**src/rtl/init_lat_ctrl_pkg.sv**
```systemverilog
package init_lat_ctrl_pkg;
  localparam int unsigned LAT_W   = 3;
  localparam int unsigned MIN_LAT = 3;
  localparam int unsigned MAX_LAT = 6;
  localparam int unsigned CODE_W  = 4;

  typedef enum logic [1:0] {ST_IDLE, ST_CA, ST_LAT, ST_DATA} lat_st_e;

  // latency field code -> clocks; reserved codes fall back to the slowest
  function automatic logic [LAT_W-1:0] lat_decode(input logic [CODE_W-1:0] code);
    logic [LAT_W-1:0] clks;
    case (code)
      4'hE:    clks = 3'd3;
      4'hF:    clks = 3'd4;
      4'h0:    clks = 3'd5;
      default: clks = 3'd6;
    endcase
    return clks;
  endfunction
endpackage

```
**src/rtl/init_lat_cfg.sv**
```systemverilog
module init_lat_cfg
  import init_lat_ctrl_pkg::*;
#(
  parameter logic [CODE_W-1:0] RST_CODE = 4'h1
) (
  input  logic              clk_i,
  input  logic              rst_ni,
  input  logic              wr_i,
  input  logic [CODE_W-1:0] code_i,
  output logic [LAT_W-1:0]  lat_clks_o
);
  logic [CODE_W-1:0] code_q;

  always_ff @(posedge clk_i or negedge rst_ni) begin
    if (!rst_ni)   code_q <= RST_CODE;
    else if (wr_i) code_q <= code_i;
  end

  assign lat_clks_o = lat_decode(code_q);
endmodule

```
**src/rtl/init_lat_seq.sv**
```systemverilog
module init_lat_seq
  import init_lat_ctrl_pkg::*;
#(
  parameter int unsigned CA_CLKS = 3,
  localparam int unsigned SPAN   = (CA_CLKS > 2*MAX_LAT) ? CA_CLKS : 2*MAX_LAT,
  localparam int unsigned CNT_W  = $clog2(SPAN + 1)
) (
  input  logic             clk_i,
  input  logic             rst_ni,
  input  logic             start_i,
  input  logic             is_reg_i,
  input  logic             is_wr_i,
  input  logic             refresh_i,
  input  logic [LAT_W-1:0] lat_clks_i,
  output logic             ca_o,
  output logic             rwds_o,
  output logic             lat_o,
  output logic             data_o
);
  lat_st_e          st_q;
  logic [CNT_W-1:0] cnt_q;
  logic [CNT_W-1:0] tot_q;
  logic [CNT_W-1:0] tot_d;
  logic             bypass_q;
  logic             extra_q;
  logic             reg_wr;

  assign reg_wr = is_reg_i & is_wr_i;

  always_comb begin
    tot_d = CNT_W'(lat_clks_i);
    if (refresh_i) tot_d = tot_d << 1;
  end

  always_ff @(posedge clk_i or negedge rst_ni) begin
    if (!rst_ni) begin
      st_q     <= ST_IDLE;
      cnt_q    <= '0;
      tot_q    <= '0;
      bypass_q <= 1'b0;
      extra_q  <= 1'b0;
    end else begin
      case (st_q)
        ST_IDLE: if (start_i) begin
          st_q     <= ST_CA;
          cnt_q    <= CNT_W'(CA_CLKS - 1);
          tot_q    <= tot_d;
          bypass_q <= reg_wr;
          extra_q  <= refresh_i & ~reg_wr;
        end
        ST_CA: begin
          if (cnt_q == '0) begin
            st_q  <= bypass_q ? ST_DATA : ST_LAT;
            cnt_q <= tot_q - CNT_W'(1);
          end else begin
            cnt_q <= cnt_q - CNT_W'(1);
          end
        end
        ST_LAT: begin
          if (cnt_q == '0) st_q <= ST_DATA;
          else             cnt_q <= cnt_q - CNT_W'(1);
        end
        default: st_q <= ST_IDLE;
      endcase
    end
  end

  assign ca_o   = (st_q == ST_CA);
  assign rwds_o = (st_q == ST_CA) & extra_q;
  assign lat_o  = (st_q == ST_LAT);
  assign data_o = (st_q == ST_DATA);
endmodule

```
**src/rtl/init_lat_ctrl.sv**
```systemverilog
module init_lat_ctrl
  import init_lat_ctrl_pkg::*;
#(
  parameter int unsigned CA_CLKS = 3
) (
  input  logic              clk_i,
  input  logic              rst_ni,
  input  logic              cfg_wr_i,
  input  logic [CODE_W-1:0] cfg_code_i,
  input  logic              txn_start_i,
  input  logic              txn_reg_i,
  input  logic              txn_write_i,
  input  logic              refresh_pend_i,
  output logic [LAT_W-1:0]  lat_clks_o,
  output logic              ca_phase_o,
  output logic              rwds_o,
  output logic              lat_phase_o,
  output logic              data_start_o
);
  init_lat_cfg u_cfg (
    .clk_i      (clk_i),
    .rst_ni     (rst_ni),
    .wr_i       (cfg_wr_i),
    .code_i     (cfg_code_i),
    .lat_clks_o (lat_clks_o)
  );

  init_lat_seq #(.CA_CLKS(CA_CLKS)) u_seq (
    .clk_i      (clk_i),
    .rst_ni     (rst_ni),
    .start_i    (txn_start_i),
    .is_reg_i   (txn_reg_i),
    .is_wr_i    (txn_write_i),
    .refresh_i  (refresh_pend_i),
    .lat_clks_i (lat_clks_o),
    .ca_o       (ca_phase_o),
    .rwds_o     (rwds_o),
    .lat_o      (lat_phase_o),
    .data_o     (data_start_o)
  );
endmodule

```
**config.mk**
```make
export PLATFORM = sky130hd
export DESIGN_NAME = init_lat_ctrl
export DESIGN_NICKNAME = d
export VERILOG_FILES = /design/src/rtl/init_lat_ctrl_pkg.sv /design/src/rtl/init_lat_cfg.sv /design/src/rtl/init_lat_seq.sv /design/src/rtl/init_lat_ctrl.sv
export SDC_FILE = /design/constraint.sdc
export NUM_CORES = 1
export LEC_CHECK = 0
export ABC_AREA = 1
export BUFFER_PORTS_ARGS = -buffer_cell sky130_fd_sc_hd__buf_2
export CAP_MARGIN = 20
export CORE_ASPECT_RATIO = 1.1
export CORE_UTILIZATION = 58
export CTS_CLUSTER_SIZE = 28
export DETAILED_ROUTE_END_ITERATION = 6
export PLACE_DENSITY_LB_ADDON = 0.08
export SLEW_MARGIN = 20
export SYNTH_ARGS = -nofsm -noshare
export SYNTH_HDL_FRONTEND = slang
export SYNTH_SLANG_ARGS = --single-unit
```
**constraint.sdc**
```tcl
create_clock -name clk_i -period 2.5 [get_ports clk_i]
set_clock_uncertainty 0.1 [all_clocks]
set_input_delay 0.75 -clock clk_i [delete_from_list [all_inputs] [get_ports clk_i]]
set_output_delay 0.75 -clock clk_i [all_outputs]
set_load 0.02 [all_outputs]
```
==> flow_summary.json, run 1 <==
{
  "gp_congestion": 0.749,
  "core_um2": 1580,
  "cts.hold.buffers_added": 0,
  "drt-initial-drc-count": 16,
  "power.leakage_nw": 0.612,
  "drt_pass1_iterations": 4,
  "critPathTopFamily": "flip-flops",
  "setup_ws_ns": 0.213,
  "stdcell_area_um2": 1120,
  "cts-root-buf": "clkbuf_4",
  "ys_types": 23,
  "nNetsFinal": 168,
  "drt-total-wl_um": 2000,
  "cts_resized": 0,
  "overflow": 0,
  "crit_slowest_cell": "dfrtp_1",
  "dieArea_um2": 1860,
  "fin_cells": 165,
  "max-vdd-ir-drop_uv": 601,
  "fmaxAchievable_ghz": 0.437,
  "rsz0062_at_grt": "false",
  "dp_hpwl_um": 1580,
  "hold_class": "input port to async pin",
  "required_ns": 1.65,
  "critPathLaunchType": "flip-flop",
  "syn2layout_area_growth_pct": 13.5,
  "port-buffer-count": 17,
  "tightest_slew_ns": 0.375,
  "yosysTopAreaCellShare_pct": 38.2,
  "clkTransAtPathRegs_ns": 0.10,
  "yosysSeqAreaShare_pct": 40.8,
  "slowest_delay_ns": 0.42,
  "syn_inst": 127,
  "crit_type": "flip-flop to primary output",
  "numCtsBuffers": 3,
  "place_ws_ns": 0.541,
  "antenna_cells": 0,
  "cellPowerDensity_nw_per_um2": 1260,
  "setup_viol": 0,
  "clkSinkCount": 16,
  "row_count": 15,
  "dp.cells": 161,
  "status": "complete, no violations",
  "clock_latency_ns": 0.28,
  "slew_violations": 0,
  "grt_pass1_wl_um": 3110,
  "setup.worst_path.start": "u_seq.st_q[1]",
  "setup_tns_ns": 0,
  "cp.arrival_ns": 1.44,
  "grt_usage_pct": 25.0,
  "clockBufferDepth": 2,
  "hold_violations": 0,
  "tritoncts": "done",
  "io_pins": 18,
  "worst-path-max-fanout": 7,
  "synth_area_per_cell_um2": 7.74,
  "drt.antenna.violating_nets": 0,
  "viasPerCell": 5.47,
  "synth_largest_area_cell": "dfrtp_1",
  "vias": 903,
  "power_mw": 1.40,
  "postLayoutCoreUtil_pct": 70.8,
  "ys.warnings.count": 0,
  "post_cts_buffers": 0,
  "die-height_um": 45.2,
  "min_period_ns": 2.29,
  "worstReg2RegStart": "u_seq.st_q[1]",
  "ys_ff_latch": 16,
  "maxCapViolations": 0,
  "wl_per_cell_um": 12.1,
  "cp_num_cells": 5,
  "start_util_pct": 62.4,
  "antenna_found_initial": 0,
  "grt_max_degree": 17,
  "placed_cell_area_um2": 1090,
  "first_global_vias": 784,
  "path_cells": "inv_1 > ha_1 > nand2_1 > inv_1 > buf_2",
  "worstSetupEndpointType": "primary output",
  "drc_errors": 0,
  "die_w_um": 41.3,
  "yosys-top-cells-area": "dfrtp_1 38%, nand2_1 12%, ha_1 10%",
  "path_common_cell": "inv_1",
  "drive_above_1_share_pct": 21.6,
  "h-tree-depth": 1,
  "syn_nets": 146,
  "r2r_cells": 10,
  "path_buf_inv": 3,
  "whs_ns": 0.261,
  "post-route-period-util_pct": 91.5,
  "relSlewSlack_pct": 75.0,
  "syn_area_um2": 983
}
## synthesized netlist by cell type, drive strengths merged
cell / number
nand2: 34
clkinv: 1
or2: 2
nor2: 5
dfrtp: 15
nand3: 9
inv: 22
dfstp: 1
o21ai: 18
a22oi: 2
a22o: 1
nand4: 3
o211ai: 1
xnor2: 1
ha: 8
a21oi: 4
## state kept, by name, indices dropped and copies added (netlist names)
signal	cells
u_seq.cnt_q	4
u_seq.bypass_q	1
u_seq.st_q	2
u_cfg.code_q	4
u_seq.tot_q	4
u_seq.extra_q	1
## worst register-to-register path, stage by stage (launching register included)
cell and delay, ns:
dfrtp_1 0.42, inv_1 0.11, ha_1 0.33, inv_2 0.07, nand2_2 0.09, nand2_1 0.06
nand2_1 0.08, o21ai_2 0.10, nor2_4 0.12, nand2_1 0.06, o21ai_1 0.07
## per-layer routing
metal	GRT usage, %	share of wire [%]	vias up
met1	26.8	42	431
met2	45.9	55	17
li1	-	-	453
met3	4.43	2.5	2
met4	9.68	0.45	0
met5	0	0	-
## cell usage in the layout, fill, tap and decap left out, drive strengths merged
cell type,count
a21oi,4
a22o,1
a22oi,2
buf,17
clkbuf,4
clkinv,1
dfrtp,15
dfstp,1
ha,8
inv,22
nand2,34
nand3,9
nand4,3
nor2,5
o211ai,1
o21ai,18
or2,2
xnor2,1
## report_power, final
| group | total [mW] | switching, mW | internal (mW) |
|---|---|---|---|
| combinational | 0.827 | 0.525 | 0.302 |
| sequential | 0.433 | 0.0751 | 0.357 |
| clock | 0.143 | 0.0814 | 0.0619 |
## logic make-up (layout without fill, tap and decap cells)
family | after synthesis | count (layout) | share of synthesized area, %
AND/OR/NAND/NOR | 53 | 53 | 24.4
flip-flops | 16 | 16 | 40.8
adder cells (fa/ha/maj) | 8 | 8 | 10.2
buffers and inverters | 23 | 44 | 8.90
XOR/XNOR | 1 | 1 | 0.891
AO/OA/AOI/OAI | 26 | 26 | 14.8
## cell type report
| cell class | count | area, um^2 |
|---|---|---|
| Sequential cell | 16 | 402 |
| Timing Repair Buffer | 17 | 85.1 |
| Inverter | 23 | 87.6 |
| Tap cell | 17 | 21.3 |
| Fill cell | 155 | 460 |
| Clock buffer | 4 | 26.3 |
| Multi-Input combinational cell | 88 | 494 |
## path summary, 6_finish.rpt
| path | endpoint | slack (ns) |
|---|---|---|
| setup / recovery | rwds_o | 0.21 |
| hold / removal | u_seq.cnt_q[1] | 0.26 |
| setup reg to reg | u_seq.cnt_q[0] | 0.82 |
| hold reg to reg | u_seq.bypass_q | 0.40 |
| max in group asynchronous | u_cfg.code_q[0] | 1.71 |
| min in group clk_i | u_seq.bypass_q | 0.40 |
Note: power is estimated with default switching activity, not from simulation.
==> run 2, diff against run 1 <==
--- a/config.mk
+++ b/config.mk
@@ -5,7 +5,7 @@
 export SDC_FILE = /design/constraint.sdc
 export NUM_CORES = 1
 export LEC_CHECK = 0
-export ABC_AREA = 1
+export ABC_AREA = 0
 export BUFFER_PORTS_ARGS = -buffer_cell sky130_fd_sc_hd__buf_2
 export CAP_MARGIN = 20
 export CORE_ASPECT_RATIO = 1.1
==> flow_summary.json, run 2 <==
{
  "cellPowerDensity_nw_per_um2": 1210,
  "synth_area_per_cell_um2": 9.95,
  "nFillCells": 129,
  "gp_congestion": 0.816,
  "yosysTopAreaCellShare_pct": 37.7,
  "clkTransAtPathRegs_ns": 0.10,
  "cp.arrival_ns": 1.46,
  "h-tree-depth": 1,
  "ys_ff_latch": 16,
  "seqPwrFrac_pct": 32.8,
  "synth_edf_count": 0,
  "yosysSeqAreaShare_pct": 40.4,
  "synth_largest_area_cell": "dfrtp_1",
  "drt_pass1_iterations": 4,
  "synth_async_sr_flop_share_pct": 100,
  "grt_usage_pct": 22.9,
  "first_global_vias": 784,
  "overflow": 0,
  "grt_use_met1_pct": 29.2,
  "use_met3_pct": 3.97,
  "syn_nets": 119,
  "relSlewSlack_pct": 64.0,
  "ys.flop_type": "dfrtp_1",
  "fmaxAchievable_ghz": 0.434,
  "start_util_pct": 62.4,
  "viasPerCell": 5.90,
  "crit_type": "flip-flop to primary output",
  "maxCapViolations": 0,
  "port-buffer-count": 17,
  "setup_viol": 0,
  "drive_above_1_share_pct": 28.8,
  "syn_area_um2": 995,
  "io_pins": 18,
  "cts.hold.buffers_added": 0,
  "worst-path-max-fanout": 10,
  "drt-total-wl_um": 1830,
  "core_um2": 1600,
  "tightest_slew_ns": 0.536,
  "status": "complete, no violations",
  "row_count": 15,
  "dieArea_um2": 1880,
  "busiest_layer": "met2",
  "hold_violations": 0,
  "syn2layout_area_growth_pct": 11.9,
  "drc_errors": 0,
  "drt-initial-drc-count": 16,
  "ys.warnings.count": 0,
  "r2r_cells": 5,
  "power.internal_mw": 0.758,
  "grt.met2_usage_pct": 39.7,
  "setup_tns_ns": 0,
  "hold_class": "input port to async pin",
  "r2r-end": "u_seq.cnt_q[1]",
  "die-height_um": 45.4,
  "post-route-period-util_pct": 92.2,
  "cts-root-buf": "clkbuf_4",
  "drt.antenna.violating_nets": 0,
  "clkSinkCount": 16,
  "max-vdd-ir-drop_uv": 690,
  "worstSetupEndpointType": "primary output",
  "wl_per_cell_um": 13.6,
  "syn_inst": 100,
  "final_cell_mix": "17 x buf_2, 15 x dfrtp_1, 11 x nand2_1, 9 x inv_1, 8 x o21ai_0",
  "slew_violations": 0,
  "r2r_slack_ns": 0.45,
  "antenna_found_initial": 0,
  "synth.top_cells.by_count": "15 x dfrtp_1, 11 x nand2_1, 9 x inv_1, 8 x ha_1, 8 x o21ai_0",
  "pwr-share-comb_pct": 56.7,
  "final_common_cell": "buf_2",
  "nNetsFinal": 138,
  "clockBufferDepth": 2,
  "yosys-top-cells-area": "dfrtp_1 38%, ha_1 10%, mux2_2 5.7%",
  "swShare_pct": 43.9,
  "required_ns": 1.65,
  "rsz0062_at_grt": "false",
  "power_mw": 1.35,
  "p_switching_mw": 0.594,
  "synth.most_common_cell": "dfrtp_1",
  "numCtsBuffers": 3,
  "ys_types": 40,
  "die_w_um": 41.5,
  "power.leakage_nw": 0.528,
  "grt_pass1_wl_um": 3280,
  "critPathLaunchType": "flip-flop",
  "grt_max_degree": 17,
  "vias": 797,
  "antenna_cells": 0,
  "clockPowerShare_pct": 10.6,
  "tritoncts": "done",
  "clock_latency_ns": 0.29,
  "worstReg2RegStart": "u_seq.st_q[0]",
  "min_period_ns": 2.31,
  "dp_hpwl_um": 1390,
  "reg_top3": "u_cfg.code_q: 4 flops, u_seq.cnt_q: 4 flops, u_seq.tot_q: 4 flops"
}
run 2: cell count changes in the layout (fill, tap and decap cells not counted), moves of 4 or more:
cell     delta
mux2_2      +5
o21ai_1     -5
nand3_1     -6
inv_2       -4
o21ai_0     -4
inv_1       -9
nand2_1    -21
run 2: worst max-delay path by stage:
stage                             start          end  slack [ns]  depth (start not counted)
after floorplan           u_seq.st_q[1]       rwds_o        0.44                          4
after global placement    u_seq.st_q[1]       rwds_o        0.50                          4
after detailed placement  u_seq.st_q[1]       rwds_o        0.42                          4
after CTS                 u_seq.st_q[1]       rwds_o        0.09                          4
after global routing      u_seq.st_q[1]       rwds_o        0.09                          4
final                     u_seq.st_q[0]  lat_phase_o        0.19                          3
run 2: kinds of logic after synthesis:
| group | count (synthesis) | share of synthesized area (%) |
|---|---|---|
| compound gates | 27 | 20.4 |
| simple gates | 28 | 14.6 |
| xor+xnor | 2 | 1.76 |
| mux | 7 | 7.80 |
| fa+ha+maj | 8 | 10.1 |
| buf+inv | 12 | 5.03 |
| flops | 16 | 40.4 |
run 2: metal layers:
| layer | up-vias | share of wire (%) |
|---|---|---|
| met2 | 13 | 50 |
| met1 | 382 | 46 |
| met3 | 2 | 2.8 |
| li1 | 400 | - |
| met5 | - | 0 |
| met4 | 0 | 0.82 |
run 2: power by group through the flow:
stage          clock, mW  combinational, mW  sequential [mW]
6_report           0.143              0.766            0.443
5_1_grt            0.155              0.864            0.456
4_1_cts            0.146              0.765            0.441
3_5_place_dp           0              0.764            0.447
3_3_place_gp           0              0.740            0.441
2_1_floorplan          0              0.631            0.424
run 2: final cells by class:
type	count	area, um^2	share of cell area, %
flip-flops and latches	16	402	36.1
inverters	9	33.8	3.03
repair buffers	17	85.1	7.64
clock buffers	4	26.3	2.36
multi-input cells	72	546	49.0
well taps	17	21.3	1.91
run 2: timing repair:
item / CTS / global route
setup endpoints to repair: 0 / 1
buffers inserted: 0 / 0
gates resized for setup: 0 / 1
run 2: critical path: stages, from the launching register on:
cell     delay (ns)
dfrtp_1        0.45
inv_1          0.11
ha_1           0.38
buf_2          0.24
run 2: metrics by stage:
step                      utilization, %  hold WS, ns  cells  setup WS (ns)  instance area, um^2
after detailed placement            68.0        0.373    131          0.423                 1080
after CTS                           69.6        0.267    135         0.0897                 1110
final                               69.8        0.252    135          0.194                 1110
after global placement              68.0        0.359    131          0.505                 1080
after floorplan                        -        0.342    100          0.438                  995
after global routing                69.8        0.280    135         0.0902                 1110
